==> src/rtl/mcf_pkg.sv <==
// Package: shared state, class and control-word types for the multicycle
// control sequencer. Assumes a 6-bit opcode and function field.
package mcf_pkg;

    typedef enum logic [3:0] {
        S_FETCH, S_DECODE, S_MEMADR, S_MEMRD, S_MEMWR, S_LDWB,
        S_REXEC, S_RWB, S_BRANCH, S_JUMP, S_EXC
    } state_t;

    typedef enum logic [2:0] {
        C_RTYPE, C_LOAD, C_STORE, C_BEQ, C_JUMP, C_UNDEF
    } op_class_t;

    localparam logic [2:0] ALU_AND = 3'b000;
    localparam logic [2:0] ALU_OR  = 3'b001;
    localparam logic [2:0] ALU_ADD = 3'b010;
    localparam logic [2:0] ALU_SUB = 3'b110;
    localparam logic [2:0] ALU_SLT = 3'b111;

    typedef struct packed {
        logic       mem_read;
        logic       mem_write;
        logic       iord;
        logic       ir_write;
        logic       reg_write;
        logic       reg_dst;
        logic       mem_to_reg;
        logic       alu_src_a;
        logic [1:0] alu_src_b;
        logic [2:0] alu_ctl;
        logic       pc_write;
        logic       pc_write_cond;
        logic [1:0] pc_src;
        logic       epc_write;
        logic       cause_write;
        logic       int_cause;
    } ctrl_t;

endpackage

==> src/rtl/mcf_decode.sv <==
// Module: mcf_decode
// Classifies the held opcode and maps the function field to an ALU code.
// Also flags the functions whose overflow must trap (add, sub).
// Assumes the opcode and function inputs are stable from decode onward.
module mcf_decode #(
    parameter int          OP_W     = 6,
    parameter int          FN_W     = 6,
    parameter logic [5:0]  OP_RTYPE = 6'h00,
    parameter logic [5:0]  OP_JUMP  = 6'h02,
    parameter logic [5:0]  OP_BEQ   = 6'h04,
    parameter logic [5:0]  OP_LOAD  = 6'h23,
    parameter logic [5:0]  OP_STORE = 6'h2B
) (
    input  logic [OP_W-1:0]          opcode,
    input  logic [FN_W-1:0]          funct,
    output mcf_pkg::op_class_t       op_class,
    output logic [2:0]               alu_fn,
    output logic                     ovf_chk
);
    import mcf_pkg::*;

    // Opcode to instruction class; everything unlisted is undefined.
    always_comb begin
        if      (opcode == OP_W'(OP_RTYPE)) op_class = C_RTYPE;
        else if (opcode == OP_W'(OP_LOAD))  op_class = C_LOAD;
        else if (opcode == OP_W'(OP_STORE)) op_class = C_STORE;
        else if (opcode == OP_W'(OP_BEQ))   op_class = C_BEQ;
        else if (opcode == OP_W'(OP_JUMP))  op_class = C_JUMP;
        else                                op_class = C_UNDEF;
    end

    // Function field to ALU operation plus overflow-check flag.
    always_comb begin
        ovf_chk = 1'b0;
        case (funct)
            FN_W'(6'h20): begin alu_fn = ALU_ADD; ovf_chk = 1'b1; end
            FN_W'(6'h22): begin alu_fn = ALU_SUB; ovf_chk = 1'b1; end
            FN_W'(6'h24): alu_fn = ALU_AND;
            FN_W'(6'h25): alu_fn = ALU_OR;
            FN_W'(6'h2A): alu_fn = ALU_SLT;
            default:      alu_fn = ALU_ADD;
        endcase
    end
endmodule

==> src/rtl/mcf_next.sv <==
// Module: mcf_next
// State register and next-state choice. Also latches the exception cause
// on the way into the exception state. Synchronous active-low reset.
module mcf_next (
    input  logic                clk,
    input  logic                rst_n,
    input  mcf_pkg::op_class_t  op_class,
    input  logic                ovf_chk,
    input  logic                alu_ovf,
    output mcf_pkg::state_t     state,
    output logic                exc_ovf
);
    import mcf_pkg::*;

    state_t nxt;

    // Next state from current state, class and overflow.
    always_comb begin
        case (state)
            S_FETCH:  nxt = S_DECODE;
            S_DECODE: begin
                case (op_class)
                    C_RTYPE:          nxt = S_REXEC;
                    C_LOAD, C_STORE:  nxt = S_MEMADR;
                    C_BEQ:            nxt = S_BRANCH;
                    C_JUMP:           nxt = S_JUMP;
                    default:          nxt = S_EXC;
                endcase
            end
            S_MEMADR: nxt = (op_class == C_LOAD) ? S_MEMRD : S_MEMWR;
            S_MEMRD:  nxt = S_LDWB;
            S_REXEC:  nxt = (ovf_chk && alu_ovf) ? S_EXC : S_RWB;
            default:  nxt = S_FETCH;
        endcase
    end

    // State register.
    always_ff @(posedge clk) begin
        if (!rst_n) state <= S_FETCH;
        else        state <= nxt;
    end

    // Cause latch: cleared in decode, set by a trapping overflow in execute.
    always_ff @(posedge clk) begin
        if (!rst_n)                 exc_ovf <= 1'b0;
        else if (state == S_DECODE) exc_ovf <= 1'b0;
        else if (state == S_REXEC)  exc_ovf <= ovf_chk && alu_ovf;
    end

    assert_fetch_after_reset_R1: assert property (@(posedge clk) disable iff (!rst_n)
        $rose(rst_n) |-> state == S_FETCH);
    assert_load_read_then_wb_R4: assert property (@(posedge clk) disable iff (!rst_n)
        state == S_MEMRD |=> state == S_LDWB);
    assert_undef_traps_R9: assert property (@(posedge clk) disable iff (!rst_n)
        (state == S_DECODE && op_class == C_UNDEF) |=> (state == S_EXC && !exc_ovf));
    assert_no_overflow_R10: assert property (@(posedge clk) disable iff (!rst_n)
        (state == S_REXEC && ovf_chk && alu_ovf) |=> (state == S_EXC && exc_ovf));
    assert_ovf_ignored_R11: assert property (@(posedge clk) disable iff (!rst_n)
        (state == S_REXEC && !ovf_chk) |=> state == S_RWB);
    assert_back_to_fetch_R12: assert property (@(posedge clk) disable iff (!rst_n)
        (state inside {S_LDWB, S_MEMWR, S_RWB, S_BRANCH, S_JUMP, S_EXC}) |=> state == S_FETCH);
endmodule

==> src/rtl/mcf_outputs.sv <==
// Module: mcf_outputs
// Control word for each state. Every field not named for a state is 0.
// The whole word is forced to 0 while reset is low.
module mcf_outputs (
    input  logic             rst_n,
    input  mcf_pkg::state_t  state,
    input  logic [2:0]       alu_fn,
    input  logic             exc_ovf,
    output mcf_pkg::ctrl_t   ctrl
);
    import mcf_pkg::*;

    ctrl_t c;

    // Per-state control word.
    always_comb begin
        c = '0;
        case (state)
            S_FETCH: begin
                c.mem_read = 1'b1; c.ir_write = 1'b1;
                c.alu_src_b = 2'd1; c.alu_ctl = ALU_ADD;
                c.pc_write = 1'b1; c.pc_src = 2'd0;
            end
            S_DECODE: begin
                c.alu_src_b = 2'd3; c.alu_ctl = ALU_ADD;
            end
            S_MEMADR: begin
                c.alu_src_a = 1'b1; c.alu_src_b = 2'd2; c.alu_ctl = ALU_ADD;
            end
            S_MEMRD:  begin c.mem_read = 1'b1;  c.iord = 1'b1; end
            S_MEMWR:  begin c.mem_write = 1'b1; c.iord = 1'b1; end
            S_LDWB:   begin c.reg_write = 1'b1; c.mem_to_reg = 1'b1; end
            S_REXEC:  begin c.alu_src_a = 1'b1; c.alu_ctl = alu_fn; end
            S_RWB:    begin c.reg_write = 1'b1; c.reg_dst = 1'b1; end
            S_BRANCH: begin
                c.alu_src_a = 1'b1; c.alu_ctl = ALU_SUB;
                c.pc_write_cond = 1'b1; c.pc_src = 2'd1;
            end
            S_JUMP:   begin c.pc_write = 1'b1; c.pc_src = 2'd2; end
            S_EXC: begin
                c.alu_src_b = 2'd1; c.alu_ctl = ALU_SUB;
                c.epc_write = 1'b1; c.cause_write = 1'b1; c.int_cause = exc_ovf;
                c.pc_write = 1'b1; c.pc_src = 2'd3;
            end
            default: c = '0;
        endcase
    end

    // Reset gating of the whole word.
    always_comb ctrl = rst_n ? c : '0;
endmodule

==> src/rtl/mcf_ctrl_top.sv <==
// Module: mcf_ctrl_top
// Control sequencer for a shared-ALU, shared-memory multicycle datapath.
// Assumes the datapath holds the instruction word from decode until the
// next fetch, and gates pc_write_cond with its own ALU zero flag.
module mcf_ctrl_top #(
    parameter int OP_W = 6,
    parameter int FN_W = 6
) (
    input  logic             clk,
    input  logic             rst_n,
    input  logic [OP_W-1:0]  opcode,
    input  logic [FN_W-1:0]  funct,
    input  logic             alu_ovf,
    output logic             mem_read,
    output logic             mem_write,
    output logic             iord,
    output logic             ir_write,
    output logic             reg_write,
    output logic             reg_dst,
    output logic             mem_to_reg,
    output logic             alu_src_a,
    output logic [1:0]       alu_src_b,
    output logic [2:0]       alu_ctl,
    output logic             pc_write,
    output logic             pc_write_cond,
    output logic [1:0]       pc_src,
    output logic             epc_write,
    output logic             cause_write,
    output logic             int_cause
);
    import mcf_pkg::*;

    op_class_t  op_class;
    logic [2:0] alu_fn;
    logic       ovf_chk;
    state_t     state;
    logic       exc_ovf;
    ctrl_t      ctrl;

    mcf_decode #(.OP_W(OP_W), .FN_W(FN_W)) u_dec (
        .opcode(opcode), .funct(funct),
        .op_class(op_class), .alu_fn(alu_fn), .ovf_chk(ovf_chk)
    );

    mcf_next u_nxt (
        .clk(clk), .rst_n(rst_n), .op_class(op_class), .ovf_chk(ovf_chk),
        .alu_ovf(alu_ovf), .state(state), .exc_ovf(exc_ovf)
    );

    mcf_outputs u_out (
        .rst_n(rst_n), .state(state), .alu_fn(alu_fn), .exc_ovf(exc_ovf), .ctrl(ctrl)
    );

    // Unpack the control word onto the ports.
    always_comb begin
        mem_read      = ctrl.mem_read;
        mem_write     = ctrl.mem_write;
        iord          = ctrl.iord;
        ir_write      = ctrl.ir_write;
        reg_write     = ctrl.reg_write;
        reg_dst       = ctrl.reg_dst;
        mem_to_reg    = ctrl.mem_to_reg;
        alu_src_a     = ctrl.alu_src_a;
        alu_src_b     = ctrl.alu_src_b;
        alu_ctl       = ctrl.alu_ctl;
        pc_write      = ctrl.pc_write;
        pc_write_cond = ctrl.pc_write_cond;
        pc_src        = ctrl.pc_src;
        epc_write     = ctrl.epc_write;
        cause_write   = ctrl.cause_write;
        int_cause     = ctrl.int_cause;
    end

    assert_pc_writes_exclusive_R12: assert property (@(posedge clk) disable iff (!rst_n)
        !(pc_write && pc_write_cond));
    assert_one_resource_R12: assert property (@(posedge clk) disable iff (!rst_n)
        !((mem_read || mem_write) && reg_write));
    assert_no_regwrite_on_trap_R10: assert property (@(posedge clk) disable iff (!rst_n)
        epc_write |-> (!reg_write && cause_write));
endmodule

==> config.mk <==
export PLATFORM = sky130hd
export DESIGN_NAME = mcf_ctrl_top
export DESIGN_NICKNAME = d
export VERILOG_FILES = /design/src/rtl/mcf_pkg.sv /design/src/rtl/mcf_decode.sv /design/src/rtl/mcf_next.sv /design/src/rtl/mcf_outputs.sv /design/src/rtl/mcf_ctrl_top.sv
export SDC_FILE = /design/constraint.sdc
export NUM_CORES = 1
export LEC_CHECK = 0
export ABC_AREA = 1
export BUFFER_PORTS_ARGS = -buffer_cell sky130_fd_sc_hd__buf_4
export CAP_MARGIN = 0
export CORE_UTILIZATION = 35
export DETAILED_ROUTE_END_ITERATION = 6
export PLACE_DENSITY = 0.66
export SLEW_MARGIN = 15
export SYNTH_ARGS = -nofsm -noshare
export SYNTH_HDL_FRONTEND = slang
export SYNTH_SLANG_ARGS = --single-unit
==> constraint.sdc <==
create_clock -name clk -period 1.55 [get_ports clk]
set_input_delay 0.31 -clock clk [delete_from_list [all_inputs] [get_ports clk]]
set_output_delay 0.31 -clock clk [all_outputs]
set_load 0.05 [all_outputs]
[After elaboration in Yosys (flattened, before gate mapping)]
Index checks and enable logic that the tools add are counted.
Word-level totals
  register bits: 5
  latch bits: 0
  RAM bits: 0
  memory bits (read-only): 0
  input bits: 15
  memories kept: 0
Operators by class
  add/subtract/negate cells: 0
  multiply operators: 0
  div/mod/pow operators: 0
  order comparisons: 0
  eq/ne operators: 23
  shift operators: 0
  muxes and demuxes: 26
  bitwise logic cells: 1
  reductions and logical operators: 15
Operators with widths (number)
  == test 6 bit (second input constant): 7
  two-way mux 20 bit: 1
  case mux 4 bit (5 select lines): 1
  two-way mux 3 bit: 6
  == test 4 x 3 -> 1 bit (second input constant): 4
  case mux 4 bit (4 select lines): 1
  OR reduction 2 bit: 8
  == test 4 bit (second input constant): 3
  two-way mux 1 bit: 12
  case mux 2 bit (3 select lines): 2
  case mux 3 bit (4 select lines): 1
  case mux 3 bit (3 select lines): 1
  OR reduction 3 bit: 3
  == test 4 x 2 -> 1 bit (second input constant): 2
  == test 3 x 2 -> 1 bit (second input constant): 2
  == test 6 x 2 -> 1 bit (second input constant): 1
  == test 6 x 3 -> 1 bit (second input constant): 1
  logical NOT 6 bit: 1
  == test 4 x 1 -> 1 bit (second input constant): 1
  logical NOT 4 bit: 1
  two-way mux 4 bit: 1
  == test 3 x 1 -> 1 bit (second input constant): 1
  == test 3 bit (second input constant): 1
  logical NOT 3 bit: 1
  2 further kinds: 2

[Longest topological paths before layout]
  depth in word-level cells: 10
  mapped depth: 8
  depth with buffers taken out: 8

[Modules after synthesis]
Synthesis repeated with hierarchy kept, for this count alone.
Second synthesis, totals
  cells, all modules: 138
  area total of the unflattened synthesis: 690.7 µm²
Modules (own cells, without submodules)
  mcf_next: times used 1, cells an instance 52, area an instance 304.0 µm², seq. area each 100.1 µm²
  mcf_outputs: times used 1, cells an instance 49, area an instance 230.2 µm², seq. area each 0.0 µm²
  mcf_decode: times used 1, cells an instance 37, area an instance 156.4 µm², seq. area each 0.0 µm²

[Worst setup path before layout]
OpenSTA, ideal clock, no wires.
  kind: flip-flop to output port
  start: register u_nxt.state[3]
  end: output alu_src_a
  arrival time: 2.199 ns
  path slack: -0.959 ns
  stages on the path, launching flop included: 7
  buffers on the path: 0
  path through: dfxtp_1 inv_1 nor2_1 nand2_1 nor2_1 inv_1 o32ai_1
Between the ends
  longest elaborated chain between the ends: 4
  elaborated cells between the ends (all ways): 6
  classes of those cells: 3 x eq/ne; 2 x mux; 1 x reduce/logical
Ends and longest elaborated chain
  from (decl): RTL line mcf_next.sv:10  | output mcf_pkg::state_t state,
  from (signal assigned): RTL line mcf_next.sv:40  | else state <= nxt;
  == test 4 x 2 -> 1 bit (tied with other cells): RTL line mcf_outputs.sv:18  | case (state)
  OR reduction 3 bit (no line) (*)
  two-way mux 1 bit (*): RTL line mcf_outputs.sv:18
  two-way mux 20 bit (*): RTL line mcf_outputs.sv:50  | always_comb ctrl = rst_n ? c : '0;
  to (decl): RTL line mcf_ctrl_top.sv:21  | output logic alu_src_a,
Every way passes the cells marked *; elsewhere a longest branch is shown, timed or not.

[Final worst setup path]
  start: register u_nxt.state[3]
  end: output alu_ctl[0]
Between the ends
  longest elaborated chain between the ends: 4
  elaborated cells between the ends (all ways): 10
  classes of those cells: 5 x eq/ne; 2 x mux; 3 x reduce/logical
Ends and longest elaborated chain
  == test 4 x 2 -> 1 bit (tied with other cells): RTL line mcf_outputs.sv:18
  OR reduction 3 bit (no line) or OR reduction 2 bit (tied branches)
  case mux 3 bit (3 select lines) (*): RTL line mcf_outputs.sv:18
  two-way mux 20 bit (*): RTL line mcf_outputs.sv:50
  to (decl): RTL line mcf_ctrl_top.sv:23  | output logic [2:0] alu_ctl,
Marks and branches as above.

==> metrics.md <==
| Metric | Value |
|---|---|
| Status | `complete, but fails checks` |
| Failing checks | `design-rule violations, negative setup slack` |
| Die ar. | `0.00190 mm2` |
| F_max | `around 580 MHz` |
| Final Max Slew Viols | `0` |
| Final period utilization | `112%` |
| Grt ovf | `0` |
| Starting Density | `38.8%` |
| CTS tree | `built` |
| Slew HR | `84.3%` |
| Crit path time final | `1.74 ns` |
| Clock transition at the registers of the reported paths | `0.05 ns` |
| Final WS setup | `-0.186 ns` |
| WP data arrival | `about 1.4 ns` |
| H-tree Lvls | `1` |
| Syn Std Cell Area | `around 610 um2` |
| Sequential area share after synthesis | `16.5%` |
| HP Class | `in -> reg` |
| Remaining DRCs | `2` |
| Critical path, cell by cell | `inv_2 > nand2_2 > nor2_2 > inv_2 > nor2_4 > nand3_4 > o22ai_4 > buf_6` |
| Die height | `about 44 um` |
| Max Fanout on Critical Path | `3` |
| Via count | `928` |
| Synth warn | `0` |
| Number of global-route vias before repair | `872` |
| Wire length per cell | `14.2 um` |
| RD Place Congestion | `roughly 0.78` |
| MaxCap Viol Count | `0` |
| Deepest clock path buffer count | `2` |
| Hold Vio Cnt, Final | `0` |
| PD cells | `approximately 1100 mW/mm2` |
| DRT iter0 DRCs | `19` |
| Peak supply drop | `0.933 mV` |
| Count of cell types in the netlist | `20` |
| I/O Buffers | `34` |
| Final nets | `185` |
| GRT Total Usage | `about a quarter` |
| Crit-path most repeated cell | `inv_2` |
| RSZ-0062 raised after global routing | `yes` |
| Most common cell after layout, fill and taps aside | `buf_4` |
| Clk sinks | `5` |
| #FFs+latches synth | `5` |
| Root Buffer | `clkbuf_4` |
| Dpl hpwl | `1650 um` |
| Critical path endpoint category | `output port` |
| Routed WL | `2630 um` |
| 1st-pass router iterations | `6` |
| Overall power | `1480 uW` |
| Filler Cell Count | `79` |
| Cell row count | `14` |
| Worst-skew pair later-pin latency | `between 0.2 and 0.3 ns` |
| Slowest library cell on the worst path | `dfxtp_2` |
| Placement Cell Area | `0.00109 mm2` |
| Layout Cells excl Fill | `about 190` |
| Syn Inst Count | `117` |
| Diode count | `0` |
| Most frequent cells in the layout | `29 x buf_4, 17 x nand2_1, 16 x nor2_1, 16 x buf_6, 15 x inv_1` |
| Area Growth Syn to Fin | `125%` |
| TritonCTS buffer count | `3` |
| Syn nets | `132` |
| Top Ports | `35` |
| Post-route ant nets | `0` |
| CP Launch Type | `flop` |
| Placed Cells incl. Taps | `approximately 180` |
| Fraction of layout cells with a size suffix above 1 | `between 60% and 70%` |
| Largest net degree at the start of global routing | `12` |
| Synth Area per Inst | `~5.2 um2` |
| Initial antenna violation count | `0` |
| Critical setup path kind | `reg -> out` |
| Global-route wire length before repair | `3620 um` |
| Worst Max-Slew Pin Slew | `around 0.23 ns` |
| Place WS | `-0.0501 ns` |
| Leak Pwr | `0.000646 uW` |
| Drt via density | `5.02` |
| Post-route cell area | `0.00136 mm2` |
| Clock skew | `approximately 0.00038 ns` |
| WP data required | `1.24 ns` |
| Core ar. | `between 0.0015 and 0.002 mm2` |
| Delay of the slowest cell on the worst path | `0.32 ns` |
| Die width | `between 40 and 50 um` |
| Final setup fails | `18` |
| Layout Utilization | `between 80% and 90%` |
| # hold bufs at CTS | `0` |
## worst paths after layout
path / cells after the start / from / slack, ns / to
max: 8 / u_nxt.state[3] / -0.19 / alu_ctl[0]
min: 4 / funct[3] / 0.41 / u_nxt.state[3]
max reg2reg: 8 / u_nxt.state[2] / 0.26 / u_nxt.state[0]
min reg2reg: 2 / u_nxt.exc_ovf / 0.52 / u_nxt.exc_ovf
## where the power goes
part           internal (uW)  switching, uW
sequential               164           49.2
clock                   97.8           61.0
combinational            412            698
total                    673            809
## cell usage after synthesis (all sizes together)
master / number / area [um2]
inv: 24 / 90.1
and2: 1 / 6.26
clkbuf: 1 / 3.75
o22ai: 4 / 25.0
nor2: 36 / 155
nor3: 1 / 5.00
nand3: 7 / 40.0
o32ai: 1 / 8.76
dfxtp: 5 / 100
nand2: 30 / 130
nand4: 2 / 12.5
buf: 1 / 7.51
a31oi: 1 / 6.26
a21oi: 3 / 15.0
## per-stage QoR
stage	hold slack [ns]	TNS, ns
final	0.415	-1.60
after global routing	0.451	-2.48
after global placement	0.520	-0.0158
after detailed placement	0.521	-0.0501
after floorplan	0.481	-0.661
after CTS	0.411	-0.415
## what timing repair did
item                                    CTS  global route
endpoints found under the setup margin   19            19
pin swaps                                10             8
buffers inserted                          4             0
resized for setup                        40            23
## flip-flops by register name, indices dropped and copies added, names as in the netlist
signal and flops:
u_nxt.state 4, u_nxt.exc_ovf 1
## metal layers
metal  vias to the layer above  share of wire, %  track usage (%)
met5                         -                 0                0
met4                         0               2.7             11.3
met3                         8               3.3             2.50
met2                        29                56             48.1
met1                       429                38             28.7
li1                        462                 -                -
## cell families (layout without fill, tap and decap cells)
family / after synthesis / after routing / share of synthesized area [%]
AND/OR/NAND/NOR: 77 / 77 / 57.6
buffers and inverters: 26 / 78 / 16.7
AO/OA/AOI/OAI: 9 / 9 / 9.09
flip-flops: 5 / 5 / 16.5
## area by class of cell
type / instances / area, um2 / area share [%]
Timing Repair Buffer: 50 / 473 / 34.8
Sequential cell: 5 / 113 / 8.28
Inverter: 24 / 100 / 7.36
Multi-Input combinational cell: 86 / 628 / 46.2
Tap cell: 16 / 20.0 / 1.47
Clock buffer: 4 / 26.3 / 1.93
## critical path: cells and delay by family, from the launching register on
| family | cells | cell delay [ns] |
|---|---|---|
| buffers and inverters | 3 | 0.34 |
| AOI/OAI and AO/OA | 1 | 0.11 |
| DFF | 1 | 0.32 |
| and+or+nand+nor | 4 | 0.42 |
(Power assumes the default switching activity.)
